$ cat src/rtl/status_pkg.sv
package status_pkg;
  localparam int REG_W    = 16;
  localparam int CF_POS   = 0;
  localparam int PF_POS   = 2;
  localparam int AF_POS   = 4;
  localparam int ZF_POS   = 6;
  localparam int SF_POS   = 7;
  localparam int TF_POS   = 8;
  localparam int IE_POS   = 9;
  localparam int DIR_POS  = 10;
  localparam int OF_POS   = 11;

  // positions that hold state, and the constant pattern of the rest
  localparam logic [REG_W-1:0] IMPL_MASK  = 16'h0FD5;
  localparam logic [REG_W-1:0] FIXED_ONES = 16'hF02A;

  typedef enum logic [2:0] {
    CMD_NONE    = 3'd0,
    CMD_SET_IE  = 3'd1,
    CMD_CLR_IE  = 3'd2,
    CMD_SET_DIR = 3'd3,
    CMD_CLR_DIR = 3'd4
  } ctrl_cmd_e;

  typedef struct packed {
    logic loadAll;
    logic updCarry;
    logic updOvf;
    logic updZsp;
    logic updAux;
    logic setIe;
    logic clrIe;
    logic setDir;
    logic clrDir;
    logic clrTrap;
  } flag_strobe_t;
endpackage

$ cat src/rtl/flag_calc.sv
module flag_calc #(
  parameter int DATA_W = 16,
  parameter int LANE_W = 8
) (
  input  logic              isSub,
  input  logic              isWide,
  input  logic [DATA_W-1:0] opA,
  input  logic [DATA_W-1:0] opB,
  input  logic [DATA_W-1:0] res,
  output logic              cfNext,
  output logic              pfNext,
  output logic              afNext,
  output logic              zfNext,
  output logic              sfNext,
  output logic              ofNext
);
  localparam int NIB_W = LANE_W / 2;

  logic [DATA_W-1:0] opBx;
  logic [DATA_W:0]   chain;

  assign opBx     = opB ^ {DATA_W{isSub}};
  assign chain[0] = isSub;

  // ripple carry chain; subtraction is a + ~b + 1, borrow = ~carry
  for (genvar i = 0; i < DATA_W; i++) begin : g_chain
    assign chain[i+1] = (opA[i] & opBx[i]) | ((opA[i] ^ opBx[i]) & chain[i]);
  end

  logic carryTop, carryIntoTop;

  always_comb begin
    if (isWide) begin
      carryTop     = chain[DATA_W];
      carryIntoTop = chain[DATA_W-1];
      zfNext       = (res == '0);
      sfNext       = res[DATA_W-1];
    end else begin
      carryTop     = chain[LANE_W];
      carryIntoTop = chain[LANE_W-1];
      zfNext       = (res[LANE_W-1:0] == '0);
      sfNext       = res[LANE_W-1];
    end
    cfNext = carryTop ^ isSub;
    ofNext = carryTop ^ carryIntoTop;
    afNext = chain[NIB_W] ^ isSub;
    pfNext = ~^res[7:0];
  end
endmodule

$ cat src/rtl/flag_ctrl.sv
module flag_ctrl
  import status_pkg::*;
(
  input  logic         clk,
  input  logic         rstN,
  input  logic         aluValid,
  input  logic [3:0]   updMask,
  input  logic [2:0]   ctrlCmd,
  input  logic         intAck,
  input  logic         loadEn,
  output flag_strobe_t strb
);
  ctrl_cmd_e cmdE;
  assign cmdE = ctrl_cmd_e'(ctrlCmd);

  always_comb begin
    strb = '0;
    if (loadEn) begin
      strb.loadAll = 1'b1;
    end else begin
      strb.updCarry = aluValid & updMask[0];
      strb.updOvf   = aluValid & updMask[1];
      strb.updZsp   = aluValid & updMask[2];
      strb.updAux   = aluValid & updMask[3];
      if (intAck) begin
        strb.clrTrap = 1'b1;
        strb.clrIe   = 1'b1;
      end else begin
        unique case (cmdE)
          CMD_SET_IE:  strb.setIe  = 1'b1;
          CMD_CLR_IE:  strb.clrIe  = 1'b1;
          CMD_SET_DIR: strb.setDir = 1'b1;
          CMD_CLR_DIR: strb.clrDir = 1'b1;
          default: ;
        endcase
      end
    end
  end


  ie_cmd_excl_chk: assert property (@(posedge clk) disable iff (!rstN)
    $onehot0({strb.setIe, strb.clrIe}) && $onehot0({strb.setDir, strb.clrDir}));


  int_ack_strobe_chk: assert property (@(posedge clk) disable iff (!rstN)
    (intAck && !loadEn) |-> (strb.clrTrap && strb.clrIe && !strb.setIe && !strb.setDir && !strb.clrDir));


  load_excl_chk: assert property (@(posedge clk) disable iff (!rstN)
    strb.loadAll |-> !(strb.updCarry || strb.updOvf || strb.updZsp || strb.updAux || strb.clrTrap
                       || strb.setIe || strb.clrIe || strb.setDir || strb.clrDir));
endmodule

$ cat src/rtl/flag_store.sv
module flag_store
  import status_pkg::*;
(
  input  logic             clk,
  input  logic             rstN,
  input  flag_strobe_t     strb,
  input  logic             cfNext,
  input  logic             pfNext,
  input  logic             afNext,
  input  logic             zfNext,
  input  logic             sfNext,
  input  logic             ofNext,
  input  logic [REG_W-1:0] loadWord,
  output logic [REG_W-1:0] statusWord
);
  logic [REG_W-1:0] flagQ;

  always_ff @(posedge clk or negedge rstN) begin
    if (!rstN) begin
      flagQ <= '0;
    end else if (strb.loadAll) begin
      flagQ <= loadWord & IMPL_MASK;
    end else begin
      if (strb.updCarry) flagQ[CF_POS] <= cfNext;
      if (strb.updOvf)   flagQ[OF_POS] <= ofNext;
      if (strb.updAux)   flagQ[AF_POS] <= afNext;
      if (strb.updZsp) begin
        flagQ[ZF_POS] <= zfNext;
        flagQ[SF_POS] <= sfNext;
        flagQ[PF_POS] <= pfNext;
      end
      if (strb.clrTrap)     flagQ[TF_POS]  <= 1'b0;
      if (strb.clrIe)       flagQ[IE_POS]  <= 1'b0;
      else if (strb.setIe)  flagQ[IE_POS]  <= 1'b1;
      if (strb.clrDir)      flagQ[DIR_POS] <= 1'b0;
      else if (strb.setDir) flagQ[DIR_POS] <= 1'b1;
    end
  end

  assign statusWord = flagQ | FIXED_ONES;


  int_entry_clear_chk: assert property (@(posedge clk) disable iff (!rstN)
    (strb.clrTrap && !strb.loadAll) |=> (!flagQ[TF_POS] && !flagQ[IE_POS]));


  trap_hold_chk: assert property (@(posedge clk) disable iff (!rstN)
    (!strb.loadAll && !strb.clrTrap) |=> $stable(flagQ[TF_POS]));


  load_apply_chk: assert property (@(posedge clk) disable iff (!rstN)
    strb.loadAll |=> (statusWord == (($past(loadWord) & IMPL_MASK) | FIXED_ONES)));


  dir_hold_chk: assert property (@(posedge clk) disable iff (!rstN)
    (!strb.loadAll && !strb.setDir && !strb.clrDir) |=> $stable(flagQ[DIR_POS]));


  carry_hold_chk: assert property (@(posedge clk) disable iff (!rstN)
    (!strb.loadAll && !strb.updCarry) |=> $stable(flagQ[CF_POS]));


  ovf_hold_chk: assert property (@(posedge clk) disable iff (!rstN)
    (!strb.loadAll && !strb.updOvf) |=> $stable(flagQ[OF_POS]));
endmodule

$ cat src/rtl/status_flag_reg.sv
module status_flag_reg
  import status_pkg::*;
#(
  parameter int DATA_W = 16,
  parameter int LANE_W = 8
) (
  input  logic              clk,
  input  logic              rstN,
  input  logic              aluValid,
  input  logic              opSub,
  input  logic              opWide,
  input  logic [DATA_W-1:0] opA,
  input  logic [DATA_W-1:0] opB,
  input  logic [DATA_W-1:0] aluRes,
  input  logic [3:0]        updMask,
  input  logic [2:0]        ctrlCmd,
  input  logic              intAck,
  input  logic              loadEn,
  input  logic [REG_W-1:0]  loadWord,
  output logic [REG_W-1:0]  statusWord
);
  flag_strobe_t strb;
  logic cfNext, pfNext, afNext, zfNext, sfNext, ofNext;

  flag_ctrl u_ctrl (
    .clk(clk), .rstN(rstN), .aluValid(aluValid), .updMask(updMask),
    .ctrlCmd(ctrlCmd), .intAck(intAck), .loadEn(loadEn), .strb(strb)
  );

  flag_calc #(.DATA_W(DATA_W), .LANE_W(LANE_W)) u_calc (
    .isSub(opSub), .isWide(opWide), .opA(opA), .opB(opB), .res(aluRes),
    .cfNext(cfNext), .pfNext(pfNext), .afNext(afNext),
    .zfNext(zfNext), .sfNext(sfNext), .ofNext(ofNext)
  );

  flag_store u_store (
    .clk(clk), .rstN(rstN), .strb(strb),
    .cfNext(cfNext), .pfNext(pfNext), .afNext(afNext),
    .zfNext(zfNext), .sfNext(sfNext), .ofNext(ofNext),
    .loadWord(loadWord), .statusWord(statusWord)
  );
endmodule

$ cat config.mk
export PLATFORM = sky130hd
export DESIGN_NAME = status_flag_reg
export DESIGN_NICKNAME = d
export VERILOG_FILES = /design/src/rtl/status_pkg.sv /design/src/rtl/flag_calc.sv /design/src/rtl/flag_ctrl.sv /design/src/rtl/flag_store.sv /design/src/rtl/status_flag_reg.sv
export SDC_FILE = /design/constraint.sdc
export NUM_CORES = 1
export LEC_CHECK = 0
export CAP_MARGIN = 20
export CELL_PAD_IN_SITES_DETAIL_PLACEMENT = 0
export CELL_PAD_IN_SITES_GLOBAL_PLACEMENT = 1
export CORE_ASPECT_RATIO = 1.5
export CORE_MARGIN = 10
export CORE_UTILIZATION = 33
export CTS_BUF_LIST = sky130_fd_sc_hd__clkbuf_4 sky130_fd_sc_hd__clkbuf_8
export CTS_CLUSTER_DIAMETER = 80
export CTS_CLUSTER_SIZE = 25
export DETAILED_ROUTE_END_ITERATION = 6
export DONT_BUFFER_PORTS = 1
export GPL_TIMING_DRIVEN = 0
export PLACE_DENSITY = 0.71
export SLEW_MARGIN = 20
export SYNTH_ARGS = -nofsm -noshare
export SYNTH_HDL_FRONTEND = slang
export SYNTH_SLANG_ARGS = --single-unit
$ cat constraint.sdc
create_clock -name clk -period 1.6 [get_ports clk]
set_input_delay 0.32 -clock clk [delete_from_list [all_inputs] [get_ports clk]]
set_output_delay 0.32 -clock clk [all_outputs]
set_load 0.01 [all_outputs]
## Word level (Yosys, flattened, before mapping)

Cells that the tools add are included.
Widths: inputs -> output; s select.

| cells by class | value |
|---|---|
| eq/ne operators | 4 |
| mux-type cells | 28 |
| bitwise operators | 72 |
| reductions and logical operators | 10 |

Operator list:

| kind | count |
|---|---|
| $and 1x1->1 | 36 |
| $mux 1 | 24 |
| $xor 1x1->1 | 19 |
| $logic_not 16->1 | 1 |
| $or 1x1->1 | 16 |
| $xor 16x16->16 | 1 |
| $reduce_bool 2->1 | 5 |
| $mux 9 | 1 |
| $logic_not 8->1 | 1 |
| $reduce_xnor 8->1 | 1 |
| $eq 3x2->1 const B | 2 |
| $mux 6 | 1 |
| $reduce_bool 3->1 | 2 |
| $mux 2 | 2 |
| $eq 3x1->1 const B | 1 |
| $eq 3x3->1 const B | 1 |

| word-level totals | value |
|---|---|
| bits in registers | 9 |
| bits of input ports | 78 |
| output and inout port bits | 16 |
| logic and storage cells | 121 |

## Longest topological paths before layout

| depth | value |
|---|---|
| word-level depth | 38 |
| depth in mapped cells | 10 |

## Cells and area by module

Synthesis repeated with hierarchy kept, for this count alone.

| second synthesis, totals | value |
|---|---|
| cells, all modules | 155 |
| area total of the unflattened synthesis | 1345.0 um2 |

By module, submodules not included:

| module | instances | cells each | area each (um2) | sequential area each (um2) |
|---|---|---|---|---|
| flag_calc | 1 | 96 | 755.7 | 0.0 |
| flag_store | 1 | 45 | 489.2 | 225.2 |
| flag_ctrl | 1 | 14 | 100.1 | 0.0 |

## Worst setup path before layout

OpenSTA, ideal clock, no wires.

| timing path | value |
|---|---|
| kind | input-to-reg |
| from | in opSub |
| to | reg u_store.flagQ[0] |
| library setup time | 127 ps |
| arrival | 2216 ps |
| required time | 1473 ps |
| path slack | -743 ps |
| cell stages on the path | 10 |
| buffers on the path | 2 |
| path through | buf_6 -> buf_2 -> xor2_1 -> ha_1 -> a21o_1 -> a21oi_1 -> nand3_1 -> a311oi_2 -> o221a_1 -> nor3_2 |

| between the ends | value |
|---|---|
| word-level cells in the longest chain between the ends | 38 |
| elaborated cells on any way between the ends | 69 |
| classes of those cells | mux: 3; bitwise: 66 |

RTL lines:

| what | RTL line | RTL |
|---|---|---|
| from (decl) | status_flag_reg.sv:10 | `input logic opSub,` |
| $xor 16x16->16 | flag_calc.sv:22 | `assign opBx = opB ^ {DATA_W{isSub}};` |
| $xor 1x1->1 | flag_calc.sv:27 | `assign chain[i+1] = (opA[i] & opBx[i]) \| ((opA[i] ^ opBx[i]) & chain[i]);` |
| $and 1x1->1 | flag_calc.sv:27 |  |
| $or 1x1->1 | flag_calc.sv:27 |  |
| $and 1x1->1 | flag_calc.sv:27 |  |
| $or 1x1->1 | flag_calc.sv:27 |  |
| $and 1x1->1 | flag_calc.sv:27 |  |
| $or 1x1->1 | flag_calc.sv:27 |  |
| [... 22 more ...] | n/a |  |
| $and 1x1->1 | flag_calc.sv:27 |  |
| $or 1x1->1 | flag_calc.sv:27 |  |
| $and 1x1->1 | flag_calc.sv:27 |  |
| $or 1x1->1 | flag_calc.sv:27 |  |
| $mux 1 | flag_calc.sv:33 | `if (isWide) begin` |
| $xor 1x1->1 (*) | flag_calc.sv:44 | `cfNext = carryTop ^ isSub;` |
| $mux 1 (*) | flag_store.sv:24 | `if (strb.updCarry) flagQ[CF_POS] <= cfNext;` |
| $mux 1 (*) | flag_store.sv:21 | `end else if (strb.loadAll) begin` |
| to (signal assigned) | flag_store.sv:22 | `flagQ <= loadWord & IMPL_MASK;` |
| to (signal, indexed assignment) | flag_store.sv:24 |  |
| to (signal, indexed assignment) | flag_store.sv:25 | `if (strb.updOvf) flagQ[OF_POS] <= ofNext;` |
| to (decl) | flag_store.sv:16 | `logic [REG_W-1:0] flagQ;` |

Mark *: on every way between the ends. The rest lies on a longest branch, timed or not. The select of a mux whose other input is x is not followed.
A chain may end at the register's enable or synchronous reset.

## Worst setup path in the final report

Ends and elaborated chain as after synthesis.

==> flow_summary.toml <==
[global_route]
antenna_found_initial = 0
grt_usage = 0.109
grt_max_degree = 11
grt_pass1_wl_microns = 6100
grt-ovfl-total = 0
grt_pass1_vias = 1268

[yosys]
ys_types = 46
synthAdderAreaFrac = 0.187
ys_seq_elements = 9
syn_area_per_cell_sq_um = 8.55
async_flop_share = 1.00
synthXorXnorAreaFrac = 0.131
synth_cells = 149
syn_area_sq_um = 1270
synth_area_leaders = "ha_1 (19%), dfrtp_1 (18%), xor2_1 (12%)"
yosys.area.top_type = "ha_1"
ys_seq_area_frac = 0.177
synth_top_family_by_area = "compound AO/OA/AOI/OAI gates"
yosysTopAreaCellShare = 0.187
ys_warn_count = 0
synth-edff-count = 0
synth_ff_type = "dfrtp_1"
synth-compound-area-share = 0.221
synth-simple-area-share = 0.138
synth_mux_area_frac = 0.0462

[detailed_routing]
wl_per_cell_microns = 18.2
first_iter_violations = 17
ant_nets = 0
firstDrtPassIters = 4
drc = 0
num_vias = 1153
viasPerCell = 5.41
wl_microns = 3880

[worst_setup_path]
crit_type = "in2reg"
arrival_ns = 2.02
cp_common_cell = "buf_12"
end_kind = "flop"
path_buf_inv = 2
crit_family = "compound AO/OA/AOI/OAI gates"
slowest_delay_ns = 0.32
crit_chain = "buf_12 -> buf_12 -> xor2_1 -> ha_2 -> or2_4 -> o221ai_2 -> nand2b_1 -> a311oi_2 -> o221a_1 -> nor3_2"
cp_max_fo = 5
crit_path_start_kind = "input pin"
critical_path_required_ns = 1.71
slowest_stage = "a311oi_2"

[run]
cap_violations = 0

[floorplan]
top_level_ports = 94
die_h_microns = 96.1
initial_core_util = 0.343
row_count = 27
die_area_sq_um = 6800
die_w_microns = 70.7
design.core.area_sq_um = 3720

[placement]
globalplace.congestion = 0.767
hpwl_microns = 3390
numPortBuffers = 0
place_inst = 198
dp_slack_ns = -0.769
place_area_sq_um = 1390

[timing]
rsz0062_at_grt = "true"
holdWs_ns = 0.209
fmax_ghz = 0.522
setup_viol = 3
setup-tns-final_ns = -0.788
maxSlewViolCount = 0
period_needed_ns = 1.92
setup_slack_ns = -0.315
period_share = 1.20
finClkSkew_ns = 0
finalHoldViolCount = 0

[power_and_ir_drop]
pwr-share-clk = 0.274
switchingPower_mw = 0.338
peakVddDrop_mv = 0.378
pwr-share-comb = 0.445
swShare = 0.333
power.total_mw = 1.01
p_seq_frac = 0.281
p_leak_nw = 0.729
internal_power_mw = 0.677
powerDensity_nw_per_um2 = 641

[final_layout]
largest-register = "u_store.flagQ"
top_regs = "u_store.flagQ x9"
drive_gt1_frac = 0.235
num_antenna_cells = 0
final_nets = 268
area.growth.synth_to_final_pct = 24.3
postLayoutCoreUtil = 0.426
largest_reg_flops = 9
fin_area_sq_um = 1580
finalNonFillerCells = 213

[clock_network]
h-tree-depth = 1
cts_buffer_depth = 2
cts_tree = "built"
cts_num_sinks = 9
clock_latency_ns = 0.23
clockRootBuffer = "clkbuf_8"
clkTransAtPathRegs_ns = 0.05
numCtsBuffers = 3

[run_status]
status = "finished, violations left"
violations = "negative setup slack"

[worst_hold_path]
hp-class = "in2reg"
-- per-layer routing --
layer	global-route usage	vias up	wire length (microns)	share of wire
li1	-	571	-	-
met1	0.0995	518	1280	0.33
met2	0.200	62	2030	0.52
met3	0.0669	2	567	0.15
met4	0.0291	0	8	0.0021
met5	0	-	0	0
-- cell usage after synthesis, types with 2 or more instances --
cell      instances
ha_1             19
xor2_1           17
inv_1            12
nand2_1          12
dfrtp_1           9
a21oi_1           7
buf_4             7
nor2_1            7
o21ai_0           7
a21o_1            3
clkbuf_1          3
mux2_2            3
nand3_1           3
nor3_1            3
a22o_1            2
nand4_1           2
o41ai_1           2
or4_1             2
xnor2_1           2
-- worst paths after layout --
kind | slack [ns] | cells after the start | startpoint | end
setup reg to reg | 0.53 | 3 | u_store.flagQ[10] | u_store.flagQ[10]
hold reg to reg | 0.58 | 1 | u_store.flagQ[8] | u_store.flagQ[8]
setup / recovery | -0.32 | 10 | opSub | u_store.flagQ[0]
hold / removal | 0.21 | 1 | ctrlCmd[2] | u_store.flagQ[10]
min in group asynchronous | 0.47 | 1 | rstN | u_store.flagQ[10]
max in group asynchronous | 0.83 | 1 | rstN | u_store.flagQ[8]
-- area by class of cell --
type	count	area (sq um)
flip-flops and latches	9	225
fillers	400	2130
clock buffers	4	48.8
multi-input cells	122	997
plain buffers	12	104
inverters	12	45.0
repair buffers	11	109
well taps	43	53.8
-- cell usage in the layout, fill, tap and decap left out, types with 2 or more instances in the layout --
cell type | netlist | layout
buf_12 | 0 | 2
xor2_1 | 17 | 17
o41ai_1 | 2 | 2
conb_1 | 1 | 7
ha_2 | 0 | 2
a21oi_1 | 7 | 6
inv_1 | 12 | 12
nand3_1 | 3 | 3
nand4_1 | 2 | 2
a22o_1 | 2 | 2
nor2_1 | 7 | 7
xnor2_1 | 2 | 2
mux2_2 | 3 | 3
or4_1 | 2 | 2
nand2_1 | 12 | 11
a211oi_2 | 1 | 2
clkbuf_1 | 3 | 3
ha_1 | 19 | 17
clkbuf_8 | 0 | 3
o21ai_0 | 7 | 7
a21o_1 | 3 | 3
buf_4 | 7 | 15
dfrtp_1 | 9 | 9
nor3_1 | 3 | 3
-- cell families (layout without fill, tap and decap cells) --
logic type      count (synthesis)  after routing
compound gates                 37             37
xor+xnor                       19             19
fa+ha+maj                      19             19
buf+inv                        24             39
flops                           9              9
mux                             5              5
other cells                     1              7
simple gates                   35             35
-- power groups by stage --
stage               Sequential [mW]  Clock (mW)  Combinational (mW)
floorplan                     0.281           0               0.314
global placement              0.289           0               0.354
detailed placement            0.290           0               0.370
CTS                           0.287       0.289               0.433
global route                  0.289       0.299               0.509
finish                        0.285       0.278               0.452
-- repair_timing --
| action | 4_1_cts | 5_1_grt |
|---|---|---|
| endpoints found under the hold margin | 9 | 0 |
| setup buffers | 8 | 1 |
| setup endpoints to repair | 3 | 3 |
| cloned | 1 | 0 |
| hold buffers | 1 | 0 |
| pin swaps | 10 | 5 |
| resized for setup | 6 | 4 |
Power figures use the tool's default switching activity.
